### config.mk
export PLATFORM = sky130hd
export DESIGN_NAME = wid_alloc
export DESIGN_NICKNAME = d
export VERILOG_FILES = /design/src/rtl/wid_pkg.sv /design/src/rtl/wid_pool.sv /design/src/rtl/wid_dev_ctr.sv /design/src/rtl/wid_flag.sv /design/src/rtl/wid_alloc.sv
export SDC_FILE = /design/constraint.sdc
export NUM_CORES = 1
export LEC_CHECK = 0
export CAP_MARGIN = 5
export CORE_UTILIZATION = 40
export DETAILED_ROUTE_END_ITERATION = 16
export DONT_BUFFER_PORTS = 1
export SKIP_LAST_GASP = 1
export SYNTH_ARGS = -nofsm -noshare
export SYNTH_HDL_FRONTEND = slang
export SYNTH_SLANG_ARGS = --single-unit
### constraint.sdc
create_clock -name clk -period 3.76 [get_ports clk]
set_clock_uncertainty 0.05 [all_clocks]
set_input_delay 0.752 -clock clk [delete_from_list [all_inputs] [get_ports clk]]
set_output_delay 0.752 -clock clk [all_outputs]
set_load 0.005 [all_outputs]
### src/rtl/wid_pkg.sv
package wid_pkg;
  localparam int ID_W   = 5;
  localparam int CORE_W = 2;
  localparam int NCORES = 1 << CORE_W;
  localparam int KIND_W = 3;

  typedef enum logic [KIND_W-1:0] {
    K_NORM  = 3'd0,
    K_DEVNR = 3'd1,
    K_EXCL  = 3'd2,
    K_BAR   = 3'd3,
    K_CLBAR = 3'd4
  } kind_e;

  // Fixed ID prefixes (three upper bits) for core-numbered classes
  localparam logic [2:0] PFX_EXCL  = 3'b000;
  localparam logic [2:0] PFX_BAR   = 3'b001;
  localparam logic [2:0] PFX_DEVNR = 3'b011;
  localparam logic [ID_W-1:0] ID_CLBAR = 5'b01001;
endpackage

### src/rtl/wid_pool.sv
module wid_pool #(
  parameter int N = 16,
  localparam int IDX_W = $clog2(N)
) (
  input  logic             clk,
  input  logic             rst_n,
  input  logic             take,
  input  logic             take_wb,
  input  logic             rel,
  input  logic [IDX_W-1:0] rel_idx,
  output logic             any_free,
  output logic [IDX_W-1:0] free_idx,
  output logic             busy_at_rel,
  output logic             wb_at_rel
);
  logic [N-1:0] busy_q;
  logic [N-1:0] wb_q;

  // Lowest free entry wins: scan from the top so the last match is lowest
  always_comb begin
    any_free = 1'b0;
    free_idx = '0;
    for (int i = N - 1; i >= 0; i--) begin
      if (!busy_q[i]) begin
        any_free = 1'b1;
        free_idx = IDX_W'(i);
      end
    end
  end

  assign busy_at_rel = busy_q[rel_idx];
  assign wb_at_rel   = wb_q[rel_idx];

  for (genvar g = 0; g < N; g++) begin : g_ent
    logic set_e, clr_e;
    assign set_e = take && (free_idx == IDX_W'(g));
    assign clr_e = rel && (rel_idx == IDX_W'(g));
    always_ff @(posedge clk) begin
      if (!rst_n) begin
        busy_q[g] <= 1'b0;
        wb_q[g]   <= 1'b0;
      end else if (set_e) begin
        busy_q[g] <= 1'b1;
        wb_q[g]   <= take_wb;
      end else if (clr_e) begin
        busy_q[g] <= 1'b0;
      end
    end
  end
endmodule

### src/rtl/wid_dev_ctr.sv
module wid_dev_ctr #(
  parameter int MAX = 15,
  localparam int CNT_W = $clog2(MAX + 1)
) (
  input  logic clk,
  input  logic rst_n,
  input  logic inc,
  input  logic dec,
  output logic full,
  output logic empty
);
  localparam logic [CNT_W-1:0] LIM = CNT_W'(MAX);
  logic [CNT_W-1:0] cnt_q;

  always_ff @(posedge clk) begin
    if (!rst_n) begin
      cnt_q <= '0;
    end else begin
      case ({inc, dec})
        2'b10:   cnt_q <= cnt_q + 1'b1;
        2'b01:   cnt_q <= cnt_q - 1'b1;
        default: cnt_q <= cnt_q;
      endcase
    end
  end

  assign full  = (cnt_q == LIM);
  assign empty = (cnt_q == '0);
endmodule

### src/rtl/wid_flag.sv
module wid_flag (
  input  logic clk,
  input  logic rst_n,
  input  logic set,
  input  logic set_wb,
  input  logic clr,
  output logic busy,
  output logic wb
);
  always_ff @(posedge clk) begin
    if (!rst_n) begin
      busy <= 1'b0;
      wb   <= 1'b0;
    end else if (set) begin
      busy <= 1'b1;
      wb   <= set_wb;
    end else if (clr) begin
      busy <= 1'b0;
    end
  end
endmodule

### src/rtl/wid_alloc.sv
module wid_alloc
  import wid_pkg::*;
#(
  parameter int POOL_N    = 16,
  parameter int DEV_MAX   = 15,
  parameter int TOTAL_MAX = 16,
  parameter int NONWB_MAX = 15
) (
  input  logic              clk,
  input  logic              rst_n,
  input  logic              req_valid,
  output logic              req_ready,
  input  logic [CORE_W-1:0] req_core,
  input  logic [KIND_W-1:0] req_kind,
  input  logic              req_wb,
  output logic [ID_W-1:0]   gnt_id,
  input  logic              rsp_valid,
  input  logic [ID_W-1:0]   rsp_id,
  output logic              err_rsp
);
  localparam int IDX_W = $clog2(POOL_N);
  localparam int TOT_W = $clog2(TOTAL_MAX + 1);
  localparam int NWB_W = $clog2(NONWB_MAX + 1);
  localparam logic [TOT_W-1:0] TOT_LIM = TOT_W'(TOTAL_MAX);
  localparam logic [NWB_W-1:0] NWB_LIM = NWB_W'(NONWB_MAX);

  logic fire;
  assign fire = req_valid && req_ready;

  // ---------------- response decode ----------------
  logic [CORE_W-1:0] rsp_core;
  logic              rsp_pool, rsp_dev, rsp_excl, rsp_bar, rsp_clbar;
  assign rsp_core  = rsp_id[CORE_W-1:0];
  assign rsp_pool  = rsp_id[ID_W-1];
  assign rsp_dev   = (rsp_id[ID_W-1:CORE_W] == PFX_DEVNR);
  assign rsp_excl  = (rsp_id[ID_W-1:CORE_W] == PFX_EXCL);
  assign rsp_bar   = (rsp_id[ID_W-1:CORE_W] == PFX_BAR);
  assign rsp_clbar = (rsp_id == ID_CLBAR);

  // ---------------- pool of reorderable IDs ----------------
  logic             pool_free, pool_busy_rel, pool_wb_rel, pool_take, pool_rel;
  logic [IDX_W-1:0] pool_idx;

  wid_pool #(.N(POOL_N)) u_pool (
    .clk        (clk),
    .rst_n      (rst_n),
    .take       (pool_take),
    .take_wb    (req_wb),
    .rel        (pool_rel),
    .rel_idx    (rsp_id[IDX_W-1:0]),
    .any_free   (pool_free),
    .free_idx   (pool_idx),
    .busy_at_rel(pool_busy_rel),
    .wb_at_rel  (pool_wb_rel)
  );

  // ---------------- per-core classes ----------------
  logic [NCORES-1:0] dev_full, dev_empty, dev_inc, dev_dec;
  logic [NCORES-1:0] ex_busy, ex_wb, ex_set, ex_clr;
  logic [NCORES-1:0] br_busy, br_set, br_clr;
  logic [NCORES-1:0] br_wb_unused;

  for (genvar c = 0; c < NCORES; c++) begin : g_core
    logic core_hit, rsp_hit;
    assign core_hit = fire && (req_core == CORE_W'(c));
    assign rsp_hit  = rsp_valid && (rsp_core == CORE_W'(c));

    assign dev_inc[c] = core_hit && (req_kind == K_DEVNR);
    assign dev_dec[c] = rsp_hit && rsp_dev && !dev_empty[c];
    assign ex_set[c]  = core_hit && (req_kind == K_EXCL);
    assign ex_clr[c]  = rsp_hit && rsp_excl && ex_busy[c];
    assign br_set[c]  = core_hit && (req_kind == K_BAR);
    assign br_clr[c]  = rsp_hit && rsp_bar && br_busy[c];

    wid_dev_ctr #(.MAX(DEV_MAX)) u_dev (
      .clk  (clk),
      .rst_n(rst_n),
      .inc  (dev_inc[c]),
      .dec  (dev_dec[c]),
      .full (dev_full[c]),
      .empty(dev_empty[c])
    );

    wid_flag u_ex (
      .clk   (clk),
      .rst_n (rst_n),
      .set   (ex_set[c]),
      .set_wb(req_wb),
      .clr   (ex_clr[c]),
      .busy  (ex_busy[c]),
      .wb    (ex_wb[c])
    );

    wid_flag u_br (
      .clk   (clk),
      .rst_n (rst_n),
      .set   (br_set[c]),
      .set_wb(1'b0),
      .clr   (br_clr[c]),
      .busy  (br_busy[c]),
      .wb    (br_wb_unused[c])
    );
  end

  // ---------------- cluster barrier ----------------
  logic cb_busy, cb_set, cb_clr, cb_wb_unused;
  assign cb_set = fire && (req_kind == K_CLBAR);
  assign cb_clr = rsp_valid && rsp_clbar && cb_busy;

  wid_flag u_cb (
    .clk   (clk),
    .rst_n (rst_n),
    .set   (cb_set),
    .set_wb(1'b0),
    .clr   (cb_clr),
    .busy  (cb_busy),
    .wb    (cb_wb_unused)
  );

  // ---------------- response classification ----------------
  logic rsp_known, rel_nonwb;
  always_comb begin
    rsp_known = 1'b0;
    rel_nonwb = 1'b0;
    if (rsp_pool) begin
      rsp_known = pool_busy_rel;
      rel_nonwb = !pool_wb_rel;
    end else if (rsp_dev) begin
      rsp_known = !dev_empty[rsp_core];
      rel_nonwb = 1'b1;
    end else if (rsp_excl) begin
      rsp_known = ex_busy[rsp_core];
      rel_nonwb = !ex_wb[rsp_core];
    end else if (rsp_bar) begin
      rsp_known = br_busy[rsp_core];
    end else if (rsp_clbar) begin
      rsp_known = cb_busy;
    end
  end

  assign pool_rel  = rsp_valid && rsp_pool && pool_busy_rel;
  assign pool_take = fire && (req_kind == K_NORM);

  // ---------------- global occupancy ----------------
  logic [TOT_W-1:0] tot_q;
  logic [NWB_W-1:0] nwb_q;
  logic tot_inc, tot_dec, nwb_inc, nwb_dec;
  logic counted_kind, req_nonwb;

  assign counted_kind = (req_kind == K_NORM) || (req_kind == K_DEVNR) ||
                        (req_kind == K_EXCL);
  assign req_nonwb    = (req_kind == K_DEVNR) || !req_wb;

  assign tot_inc = fire && counted_kind;
  assign nwb_inc = fire && counted_kind && req_nonwb;
  assign tot_dec = rsp_valid && rsp_known && (rsp_pool || rsp_dev || rsp_excl);
  assign nwb_dec = tot_dec && rel_nonwb;

  always_ff @(posedge clk) begin
    if (!rst_n) begin
      tot_q <= '0;
      nwb_q <= '0;
    end else begin
      case ({tot_inc, tot_dec})
        2'b10:   tot_q <= tot_q + 1'b1;
        2'b01:   tot_q <= tot_q - 1'b1;
        default: tot_q <= tot_q;
      endcase
      case ({nwb_inc, nwb_dec})
        2'b10:   nwb_q <= nwb_q + 1'b1;
        2'b01:   nwb_q <= nwb_q - 1'b1;
        default: nwb_q <= nwb_q;
      endcase
    end
  end

  // ---------------- sticky error ----------------
  always_ff @(posedge clk) begin
    if (!rst_n)                      err_rsp <= 1'b0;
    else if (rsp_valid && !rsp_known) err_rsp <= 1'b1;
  end

  // ---------------- grant decision ----------------
  logic room_tot, room_nwb;
  assign room_tot = (tot_q != TOT_LIM);
  assign room_nwb = (nwb_q != NWB_LIM);

  always_comb begin
    req_ready = 1'b0;
    gnt_id    = '0;
    case (req_kind)
      K_NORM: begin
        req_ready = pool_free && room_tot && (req_wb || room_nwb);
        gnt_id    = {1'b1, pool_idx};
      end
      K_DEVNR: begin
        req_ready = !dev_full[req_core] && room_tot && room_nwb;
        gnt_id    = {PFX_DEVNR, req_core};
      end
      K_EXCL: begin
        req_ready = !ex_busy[req_core] && room_tot && (req_wb || room_nwb);
        gnt_id    = {PFX_EXCL, req_core};
      end
      K_BAR: begin
        req_ready = !br_busy[req_core];
        gnt_id    = {PFX_BAR, req_core};
      end
      K_CLBAR: begin
        req_ready = !cb_busy;
        gnt_id    = ID_CLBAR;
      end
      default: begin
        req_ready = 1'b0;
        gnt_id    = '0;
      end
    endcase
  end
endmodule

==> reports/summary.json <==
{
  "run_status": {
    "status": "completed"
  },
  "pwr": {
    "pwr_density_cell_nw_per_um2": 337.7,
    "seq_power_share_pct": 47.2,
    "static-leakage-power_nw": 1.824,
    "internal-power_w": 0.001256,
    "total_power_w": 0.001633,
    "sw_frac_of_total_pct": 23.05,
    "clock_share_of_power_pct": 45.4,
    "share_comb_of_total_power_pct": 7.4,
    "power.ir.vdd_worst_mv": 0.1789,
    "p_sw_w": 0.0003764
  },
  "synthesis": {
    "yosysUniqueCellTypes": 52,
    "synth_enable_flop_cells": 0,
    "synthesis.nets": 556,
    "synthesis.instances": 516,
    "dominantRegCellSynth": "sky130_fd_sc_hd__dfxtp_1",
    "synth_sequential_area_ratio_pct": 32.49,
    "ys_ff_latch": 71,
    "post-synth-top-area-cell": "sky130_fd_sc_hd__dfxtp_1",
    "synth-warning-count": 0,
    "synthesis.area_um2": 4374,
    "synth_largest_type_area_fraction_pct": 32.49,
    "synth_area_leaders": "sky130_fd_sc_hd__dfxtp_1 (32%), sky130_fd_sc_hd__mux4_2 (6.7%), sky130_fd_sc_hd__a21oi_1 (6.1%)",
    "mean_syn_cell_area_um2": 8.477,
    "synthArstFlopShare_pct": 0
  },
  "timing": {
    "setup_viol": 0,
    "setup_ws_ps": 289.7,
    "finalCritPeriodShare_pct": 92.29,
    "timing.fmax_mhz": 288.2,
    "report.final.slew_viol_count": 0,
    "worstMarginPinSlew_ps": 694.1,
    "worst_slew_margin_rel_pct": 53.67,
    "period_needed_ps": 3470,
    "timing.final.hold_violations": 0
  },
  "routing": {
    "first_iter_violations": 379,
    "drt-wirelength-per-cell_um": 17.40,
    "firstDrtPassIters": 5,
    "route.vias.total": 3883,
    "post-route-drc-count": 0,
    "totalWireLength_um": 11520,
    "antenna_left": 0,
    "routed_via_density": 5.866
  },
  "placed_design": {
    "pre_cts_worst_setup_slack_ps": 211.2,
    "post-place-cells": 646,
    "dp_hpwl_um": 8628,
    "weighted_congestion_reported_at_the_end_of_routability_driven_placement": 0.8392,
    "portBuffers": 0
  },
  "setup_path": {
    "timing.rr.end": "tot_q[4]",
    "start_kind": "flip-flop",
    "worst_r2r_path_depth": 14,
    "timing.reg2reg.setup_slack_ps": 290,
    "critical_path.max_fanout": 5,
    "critPathArrivalTime_ps": 3640,
    "endpoint_kind": "flip-flop",
    "worst-endpoint-required_ps": 3930,
    "worstSetupPathType": "reg -> reg",
    "launch_instance_of_the_worst_register_to_register_path": "u_pool.busy_q[15]"
  },
  "final_layout": {
    "diodes": 0,
    "fin_cells": 662,
    "layout-drive-gt1-share_pct": 11.22,
    "final_nets": 561,
    "most-common-layout-cells": "sky130_fd_sc_hd__dfxtp_1 (71), sky130_fd_sc_hd__a21oi_1 (53), sky130_fd_sc_hd__nand2_1 (51), sky130_fd_sc_hd__nor2_1 (49), sky130_fd_sc_hd__o21ai_0 (32)",
    "layout_overhead_on_the_synthesized_area_pct": 10.53,
    "layout_commonest_cell": "sky130_fd_sc_hd__dfxtp_1"
  },
  "min_path": {
    "hold_end": "u_pool.wb_q[10]",
    "min_from": "u_pool.wb_q[10]",
    "hp-class": "reg -> reg",
    "hold_path_depth": 2
  },
  "cts": {
    "htree_levels": 3,
    "post_cts.repair.setup_buffers": 0,
    "tritoncts": "done",
    "cts_sinks": 71,
    "cts_resized": 0,
    "ctsHoldBuffers": 0,
    "cts-root-buf": "sky130_fd_sc_hd__clkbuf_8",
    "clkLatencyLatePin_ps": 360,
    "clock_slew_seen_by_the_registers_of_the_worst_setup_and_hold_paths_ps": 80,
    "max-clock-path-buffers": 2,
    "cts_made_buffers": 9
  },
  "floorplanning": {
    "core-area_um2": 10460,
    "die_w_um": 106.6,
    "i_o_pin_count": 22,
    "initial_core_utilization_pct": 41.81,
    "die_h_um": 106.6,
    "floorplan.rows": 37,
    "fp.dieArea_um2": 11360
  },
  "grt": {
    "groute.layer.met1.usage_pct": 28.87,
    "via_count_of_the_first_global_routing_pass": 3557,
    "groute.layer.met3.usage_pct": 4.742,
    "gr-max-usage-layer": "met2",
    "globalRouteMet2Util_pct": 32.67,
    "grt_antenna_before_repair": 0,
    "largest_net_degree_at_the_start_of_global_routing": 28,
    "grt_remaining_overflow": 0,
    "grt_first_pass_wirelength_um": 18730,
    "track_usage_pct": 21.29
  },
  "run": {
    "cap_viol_max_count": 0
  }
}
## worst max-delay path by stage
stage	startpoint	slack [ps]	end
after floorplan	req_core[1]	10	tot_q[4]
after global placement	rsp_id[0]	270	nwb_q[3]
after detailed placement	rsp_id[0]	210	nwb_q[3]
after CTS	u_pool.busy_q[12]	270	tot_q[4]
after global routing	u_pool.busy_q[15]	-3	tot_q[4]
final	u_pool.busy_q[15]	290	tot_q[4]
## area by class of cell
class                   count  area [um^2]
clock buffers              14        182.7
clock inverters             2        60.06
fillers                  1019         5628
inverters                  25        93.84
multi-input cells         394         2756
flip-flops and latches     71         1421
well taps                 136        170.2
repair buffers             20        150.1
## cells by family after synthesis
| family | Yosys count | share of synthesized area [%] |
|---|---|---|
| XOR/XNOR | 18 | 3.604 |
| adder cells (fa/ha/maj) | 25 | 8.181 |
| multiplexers | 35 | 11.73 |
| AO/OA/AOI/OAI | 117 | 15.68 |
| buffers and inverters | 51 | 4.805 |
| AND/OR/NAND/NOR | 199 | 23.51 |
| flip-flops | 71 | 32.49 |
## registers in the layout, indices dropped and copies added, names as in the netlist
signal	count
err_rsp	1
g_core.u_br.busy	4
g_core.u_dev.cnt_q	16
g_core.u_ex.busy	4
g_core.u_ex.wb	4
nwb_q	4
tot_q	5
u_cb.busy	1
u_pool.busy_q	16
u_pool.wb_q	16
## synthesized netlist by cell type, types with 13 or more instances
| cell | instances |
|---|---|
| sky130_fd_sc_hd__mux4_2 | 13 |
| sky130_fd_sc_hd__ha_1 | 19 |
| sky130_fd_sc_hd__clkbuf_1 | 20 |
| sky130_fd_sc_hd__nand2_1 | 51 |
| sky130_fd_sc_hd__nand4_1 | 22 |
| sky130_fd_sc_hd__inv_1 | 25 |
| sky130_fd_sc_hd__nor2_1 | 49 |
| sky130_fd_sc_hd__a21oi_1 | 53 |
| sky130_fd_sc_hd__mux2i_1 | 22 |
| sky130_fd_sc_hd__dfxtp_1 | 71 |
| sky130_fd_sc_hd__o21ai_0 | 32 |
| sky130_fd_sc_hd__nand3_1 | 13 |
## critical path, cell delays in order (launching register included)
cell and delay, ps:
sky130_fd_sc_hd__dfxtp_1 420, sky130_fd_sc_hd__nand4_1 280, sky130_fd_sc_hd__o41ai_4 420, sky130_fd_sc_hd__a211oi_1 120
sky130_fd_sc_hd__or4_4 420, sky130_fd_sc_hd__nand4_1 140, sky130_fd_sc_hd__ha_2 220, sky130_fd_sc_hd__inv_1 70
sky130_fd_sc_hd__fa_1 370, sky130_fd_sc_hd__nor2b_1 150, sky130_fd_sc_hd__o21ai_0 110, sky130_fd_sc_hd__and3_1 190
sky130_fd_sc_hd__nor3_1 170, sky130_fd_sc_hd__xnor2_1 140, sky130_fd_sc_hd__nor2_1 50
## stage by stage
stage               TNS, ps  hold WS [ps]  util, %  cell area [um^2]
finish                    0         411.0    46.21              4835
global route         -3.198         438.0    46.21              4835
CTS                       0         410.1    46.10              4823
detailed placement        0         400.4    43.78              4581
global placement          0         397.0    43.78              4581
floorplan                 0         381.7        -              4377
## routing by layer
layer	wire [um]	share of wire (%)
met1	5195	45
met2	5280	46
met3	798	6.9
met4	242	2.1
met5	0	0
## power groups by stage
stage,Clock (W),Sequential (W),Combinational (W)
3_3_place_gp,0,0.000788,0.000118
6_report,0.000742,0.000770,0.000121
3_5_place_dp,0,0.000788,0.000119
4_1_cts,0.000753,0.000771,0.000119
5_1_grt,0.000793,0.000771,0.000133
2_1_floorplan,0,0.000784,0.000115
No activity file was read; power rests on OpenSTA's default activity.
